==> config.mk <==
export PLATFORM = sky130hd
export DESIGN_NAME = poll_uart
export DESIGN_NICKNAME = d
export VERILOG_FILES = /design/src/rtl/uart_pkg.sv /design/src/rtl/rx_sync.sv /design/src/rtl/rx_engine.sv /design/src/rtl/rx_hold.sv /design/src/rtl/poll_uart.sv
export SDC_FILE = /design/constraint.sdc
export NUM_CORES = 1
export LEC_CHECK = 0
export BUFFER_PORTS_ARGS = -buffer_cell sky130_fd_sc_hd__buf_2
export CORE_ASPECT_RATIO = 0.8
export CORE_MARGIN = 2
export CORE_UTILIZATION = 30
export DETAILED_ROUTE_END_ITERATION = 10
export HOLD_SLACK_MARGIN = 0.02
export MAX_ROUTING_LAYER = met4
export SLEW_MARGIN = 15
export SYNTH_ARGS = -nofsm -noshare
export SYNTH_HDL_FRONTEND = slang
export SYNTH_SLANG_ARGS = --single-unit
==> constraint.sdc <==
create_clock -name clk -period 2 [get_ports clk]
set_input_delay 0.3 -clock clk [delete_from_list [all_inputs] [get_ports clk]]
set_output_delay 0.3 -clock clk [all_outputs]
set_load 0.02 [all_outputs]
==> src/rtl/uart_pkg.sv <==
package uart_pkg;

    typedef enum logic [1:0] {
        RX_IDLE,
        RX_START,
        RX_DATA,
        RX_STOP
    } rx_state_e;

    typedef struct packed {
        logic       valid;
        logic [7:0] data;
    } rx_byte_t;

    localparam int unsigned DATA_BITS = 8;

    function automatic logic [7:0] status_byte(input logic ready);
        return {7'b0, ready};
    endfunction

endpackage

==> src/rtl/rx_sync.sv <==
module rx_sync #(
    parameter int unsigned STAGES = 2
) (
    input  logic clk,
    input  logic rst,
    input  logic line_in,
    output logic line_s,
    output logic fall
);
    logic [STAGES-1:0] chain;
    logic              prev;

    always_ff @(posedge clk) begin
        if (rst) begin
            chain <= '1;
            prev  <= 1'b1;
        end else begin
            chain <= {chain[STAGES-2:0], line_in};
            prev  <= chain[STAGES-1];
        end
    end

    assign line_s = chain[STAGES-1];
    assign fall   = prev & ~line_s;

endmodule

==> src/rtl/rx_engine.sv <==
module rx_engine
    import uart_pkg::*;
#(
    parameter int unsigned CLKS_PER_BIT = 192
) (
    input  logic     clk,
    input  logic     rst,
    input  logic     line_s,
    input  logic     fall,
    output rx_byte_t rx_out
);
    localparam int unsigned CW = $clog2(CLKS_PER_BIT);
    localparam int unsigned HALF = CLKS_PER_BIT / 2;
    localparam logic [CW-1:0] HALF_LAST = CW'(HALF - 1);
    localparam logic [CW-1:0] BIT_LAST  = CW'(CLKS_PER_BIT - 1);
    localparam int unsigned BW = $clog2(DATA_BITS);
    localparam logic [BW-1:0] LAST_BIT = BW'(DATA_BITS - 1);

    rx_state_e            state;
    logic [CW-1:0]        cnt;
    logic [BW-1:0]        bit_idx;
    logic [DATA_BITS-1:0] shreg;

    always_ff @(posedge clk) begin
        if (rst) begin
            state   <= RX_IDLE;
            cnt     <= '0;
            bit_idx <= '0;
            shreg   <= '0;
            rx_out  <= '0;
        end else begin
            rx_out.valid <= 1'b0;
            case (state)
                RX_IDLE: begin
                    cnt <= '0;
                    if (fall) state <= RX_START;
                end
                RX_START: begin
                    if (cnt == HALF_LAST) begin
                        cnt     <= '0;
                        bit_idx <= '0;
                        state   <= line_s ? RX_IDLE : RX_DATA;
                    end else begin
                        cnt <= cnt + 1'b1;
                    end
                end
                RX_DATA: begin
                    if (cnt == BIT_LAST) begin
                        cnt     <= '0;
                        shreg   <= {line_s, shreg[DATA_BITS-1:1]};
                        bit_idx <= bit_idx + 1'b1;
                        if (bit_idx == LAST_BIT) state <= RX_STOP;
                    end else begin
                        cnt <= cnt + 1'b1;
                    end
                end
                RX_STOP: begin
                    if (cnt == BIT_LAST) begin
                        cnt   <= '0;
                        state <= RX_IDLE;
                        if (line_s) begin
                            rx_out.valid <= 1'b1;
                            rx_out.data  <= shreg;
                        end
                    end else begin
                        cnt <= cnt + 1'b1;
                    end
                end
                default: state <= RX_IDLE;
            endcase
        end
    end


    valid_single_chk: assert property (@(posedge clk) disable iff (rst)
        rx_out.valid |=> !rx_out.valid);


    cnt_range_chk: assert property (@(posedge clk) disable iff (rst)
        cnt <= BIT_LAST);


    stop_low_drop_chk: assert property (@(posedge clk) disable iff (rst)
        (state == RX_STOP && cnt == BIT_LAST && !line_s) |=> !rx_out.valid);

endmodule

==> src/rtl/rx_hold.sv <==
module rx_hold
    import uart_pkg::*;
(
    input  logic       clk,
    input  logic       rst,
    input  rx_byte_t   rx_in,
    input  logic       rd_clr,
    output logic       ready,
    output logic [7:0] held
);
    always_ff @(posedge clk) begin
        if (rst) begin
            ready <= 1'b0;
            held  <= '0;
        end else if (rx_in.valid) begin
            ready <= 1'b1;
            held  <= rx_in.data;
        end else if (rd_clr) begin
            ready <= 1'b0;
        end
    end


    flag_clear_chk: assert property (@(posedge clk) disable iff (rst)
        (rd_clr && !rx_in.valid) |=> !ready);


    load_set_chk: assert property (@(posedge clk) disable iff (rst)
        rx_in.valid |=> (ready && held == $past(rx_in.data)));


    held_stable_chk: assert property (@(posedge clk) disable iff (rst)
        !rx_in.valid |=> $stable(held));

endmodule

==> src/rtl/poll_uart.sv <==
module poll_uart
    import uart_pkg::*;
#(
    parameter int unsigned CLKS_PER_BIT = 192,
    parameter logic [7:0]  STATUS_ADDR  = 8'hF8,
    parameter logic [7:0]  DATA_ADDR    = 8'hF9
) (
    input  logic       clk,
    input  logic       rst,
    input  logic [7:0] addr,
    input  logic       rd_en,
    input  logic       wr_en,
    input  logic [7:0] wdata,
    output logic [7:0] rdata,
    input  logic       rx_in,
    output logic       tx_out
);
    localparam logic [7:0] TX_MASK = 8'h01;

    logic       line_s;
    logic       fall;
    rx_byte_t   rx_byte;
    logic       ready;
    logic [7:0] held;
    logic       sel_status;
    logic       sel_data;
    logic       rd_clr;

    rx_sync #(.STAGES(2)) u_sync (
        .clk    (clk),
        .rst    (rst),
        .line_in(rx_in),
        .line_s (line_s),
        .fall   (fall)
    );

    rx_engine #(.CLKS_PER_BIT(CLKS_PER_BIT)) u_engine (
        .clk   (clk),
        .rst   (rst),
        .line_s(line_s),
        .fall  (fall),
        .rx_out(rx_byte)
    );

    assign sel_status = (addr == STATUS_ADDR);
    assign sel_data   = (addr == DATA_ADDR);
    assign rd_clr     = rd_en & sel_data;

    rx_hold u_hold (
        .clk   (clk),
        .rst   (rst),
        .rx_in (rx_byte),
        .rd_clr(rd_clr),
        .ready (ready),
        .held  (held)
    );

    always_ff @(posedge clk) begin
        if (rst)                    tx_out <= 1'b1;
        else if (wr_en && sel_data) tx_out <= |(wdata & TX_MASK);
    end

    always_comb begin
        if (sel_status)    rdata = status_byte(ready);
        else if (sel_data) rdata = held;
        else               rdata = 8'h00;
    end


    tx_write_chk: assert property (@(posedge clk) disable iff (rst)
        (wr_en && sel_data) |=> tx_out == $past(wdata[0]));


    tx_hold_chk: assert property (@(posedge clk) disable iff (rst)
        !(wr_en && sel_data) |=> $stable(tx_out));


    status_hi_zero_chk: assert property (@(posedge clk) disable iff (rst)
        (rd_en && sel_status) |-> rdata[7:1] == 7'b0);


    status_read_keep_chk: assert property (@(posedge clk) disable iff (rst)
        (rd_en && sel_status && ready) |=> ready);

endmodule

==> impl_metrics.csv <==
group,metric,value,unit
outcome,outcome,"completed",
flow_run,max_cap_viol_count,0,
sta,report.final.slew_viol_count,0,
cts,clockBufferDepth,2,
synthesis,yosysTopAreaCellShare,48.3,%
cells_and_area,drive_above_1_share,21.0,%
sta,worst_slew_pin_slew,0.613,ns
synthesis,synthArstFlopShare,0,%
cts,postCtsHoldBufs,0,
routing,drcViolationCount,0,
global_route,antenna_found_initial,0,
power_and_ir_drop,power.leakage,0.847,nW
global_route,gr-total-overflow,0,
global_route,grtUsageTotal,10.3,%
floorplan,die_w,90.2,um
place,dp_hpwl,2.08,mm
global_route,grt_pass1_wl,5.34,mm
cts,insertion_delay,0.30,ns
critical_path,cp-start-kind,"flip-flop",
place,place_area,1960,um^2
cts,htree_levels,2,
critical_path,worstSetupPathType,"reg -> reg",
synthesis,postSynthCellCount,187,
cells_and_area,nets,233,
floorplan,start_util,30.6,%
cts,cts_tree,"built",
synthesis,synth_warnings,0,
synthesis,yosysTopAreaCell,"dfxtp_1",
sta,period_share,85.0,%
cells_and_area,syn2layout_area_growth,15.2,%
synthesis,yosysMostFrequentCell,"dfxtp_1",
place,port_buffers,22,
floorplan,boundaryPins,30,
place,routabilityCongestion,0.783,
sta,maxSlewHeadroom,59.1,%
cells_and_area,final_core_util,35.3,%
routing,via_per_inst,4.47,
routing,initialDrtViolationCount,75,
sta,fmax,588,MHz
routing,postRouteWirelength,3.01,mm
global_route,grt_max_degree,37,
floorplan,die-area,6580,um^2
cts,ctsResizeCount,0,
cts,cts_num_sinks,43,
floorplan,rows,25,
power_and_ir_drop,peakVddDrop,0.419,mV
synthesis,ys_ff_latch,43,
synthesis,syn_avg_cell_area,9.53,um^2
synthesis,synth_edf_count,0,
floorplan,dieHeight,72.9,um
critical_path,worstPathCellList,"ha_1, and4_1, nand4_2, mux2i_1, nor2_1",
cells_and_area,final_cell_area,2050,um^2
synthesis,synth_common_cells,"dfxtp_1 (43), nor2_1 (27), nand2_1 (22)",
routing,dr.pass1.iters,4,
synthesis,ys_types,40,
worst_hold_path,min_path_type,"in -> reg",
critical_path,end_kind,"flip-flop",
cells_and_area,n_antenna_cell,0,
cts,cts_buffers,5,
sta,fin_worst_skew,0.00843,ns
global_route,grt_pass1_vias,1169,
sta,post-route-min-period,1.70,ns
floorplan,core-area,5820,um^2
critical_path,critPathMaxStageDelay,0.37,ns
critical_path,critPathRequiredTime,2.17,ns
sta,fin_tns_setup,0,ns
routing,num_vias,1301,
sta,finalSetupViolations,0,
sta,rsz0062_at_grt,"false",
sta,hold_violations,0,
routing,ant_nets,0,
cts,root_buffer,"clkbuf_8",
critical_path,worstPathMaxFanout,9,
critical_path,slowest_stage,"dfxtp_1",
critical_path,r2r_slack,0.30,ns
critical_path,cp.arrival,1.87,ns
synthesis,syn_nets,211,
routing,wl_per_cell,10.3,um
power_and_ir_drop,p_per_area,715,nW/um^2
cells_and_area,nFillCells,618,
synthesis,synth_ff_type,"dfxtp_1",
synthesis,netlist_area,1780,um^2
cts,clkTransAtPathRegs,0.08,ns
cts,cts_setup_buffers,0,
synthesis,synth.area.top_cells,"dfxtp_1 (48%), mux2i_1 (9.6%), nor2_1 (5.7%), nand2_1 (4.6%), a21oi_1 (3.4%)",
synthesis,yosysSeqAreaShare,48.3,%
[per-layer routing]
| metal | GRT usage [%] | routed length [um] | vias to the layer above | share of wire, % |
|---|---|---|---|---|
| li1 | - | - | 683 | - |
| met1 | 13.4 | 1580 | 587 | 53 |
| met2 | 15.0 | 1220 | 24 | 41 |
| met3 | 3.82 | 163 | 7 | 5.4 |
| met4 | 3.59 | 40 | 0 | 1.3 |
| met5 | - | 0 | - | 0 |
[report_power, final]
group / switching [mW] / internal [mW] / leakage (nW)
logic: 0.0230 / 0.0173 / 0.459
clock network: 0.313 / 0.250 / 0.0408
registers: 0.00513 / 0.859 / 0.347
total: 0.341 / 1.13 / 0.847
[flip-flops by register name (all words and copies together), names as in the netlist, named ones only]
signal            flops
u_sync.prev           1
u_engine.bit_idx      3
u_engine.rx_out       9
u_engine.shreg        8
u_sync.chain          2
u_engine.cnt          8
u_hold.ready          1
u_hold.held           8
tx_out                1
u_engine.state        1
[metrics by stage]
stage | hold WS [ns] | total power [mW] | setup slack [ns] | std cells
after floorplan | 0.389 | 0.908 | 0.505 | 187
after global placement | 0.397 | 0.926 | 0.324 | 283
after detailed placement | 0.399 | 0.926 | 0.315 | 283
after CTS | 0.172 | 1.49 | 0.292 | 291
after global routing | 0.178 | 1.53 | 0.181 | 291
final | 0.179 | 1.47 | 0.299 | 291
[placed cells by master, fill, tap and decap left out, types with 2 or more instances in the layout]
cell type,instances
nand3_1,2
and2_1,8
dfxtp_1,43
buf_2,22
inv_1,3
a21oi_1,12
nor2_1,27
clkinvlp_4,2
mux2i_1,17
ha_1,3
a22o_1,2
o21bai_1,2
or2_2,3
nand2_1,22
clkbuf_8,5
a31oi_1,3
xor2_1,5
buf_4,3
nand4_1,3
and3b_1,2
[layout make-up]
class	count	area [um^2]	area share, %
Clock buffer	5	68.8	3.35
Clock inverter	3	23.8	1.16
Timing Repair Buffer	25	133	6.46
Multi-Input combinational cell	131	853	41.6
Sequential cell	43	861	42.0
Inverter	3	11.3	0.549
Tap cell	81	101	4.94
[worst max-delay path, delay by kind of cell, from the launching register on]
family                   cells  cell delay, ns
AND/OR/NAND/NOR              3            0.66
flip-flops                   1            0.37
multiplexers                 1            0.29
adder cells (fa/ha/maj)      1            0.24
[path summary, 6_finish.rpt]
path / start / end / depth (start not counted)
setup / recovery: u_engine.cnt[0] / u_engine.rx_out[4] / 5
hold / removal: rx_in / u_sync.chain[0] / 2
setup reg to reg: u_engine.cnt[0] / u_engine.rx_out[4] / 5
hold reg to reg: u_sync.chain[0] / u_sync.chain[1] / 1
[cells by family after synthesis]
family          Yosys count  synth area share (%)
compound gates           24                  8.57
xor+xnor                  6                  2.95
fa+ha+maj                 3                  2.11
buf+inv                  13                  3.79
flops                    43                  48.3
mux                      18                  10.2
simple gates             80                  24.1
Power figures use the tool's default switching activity.
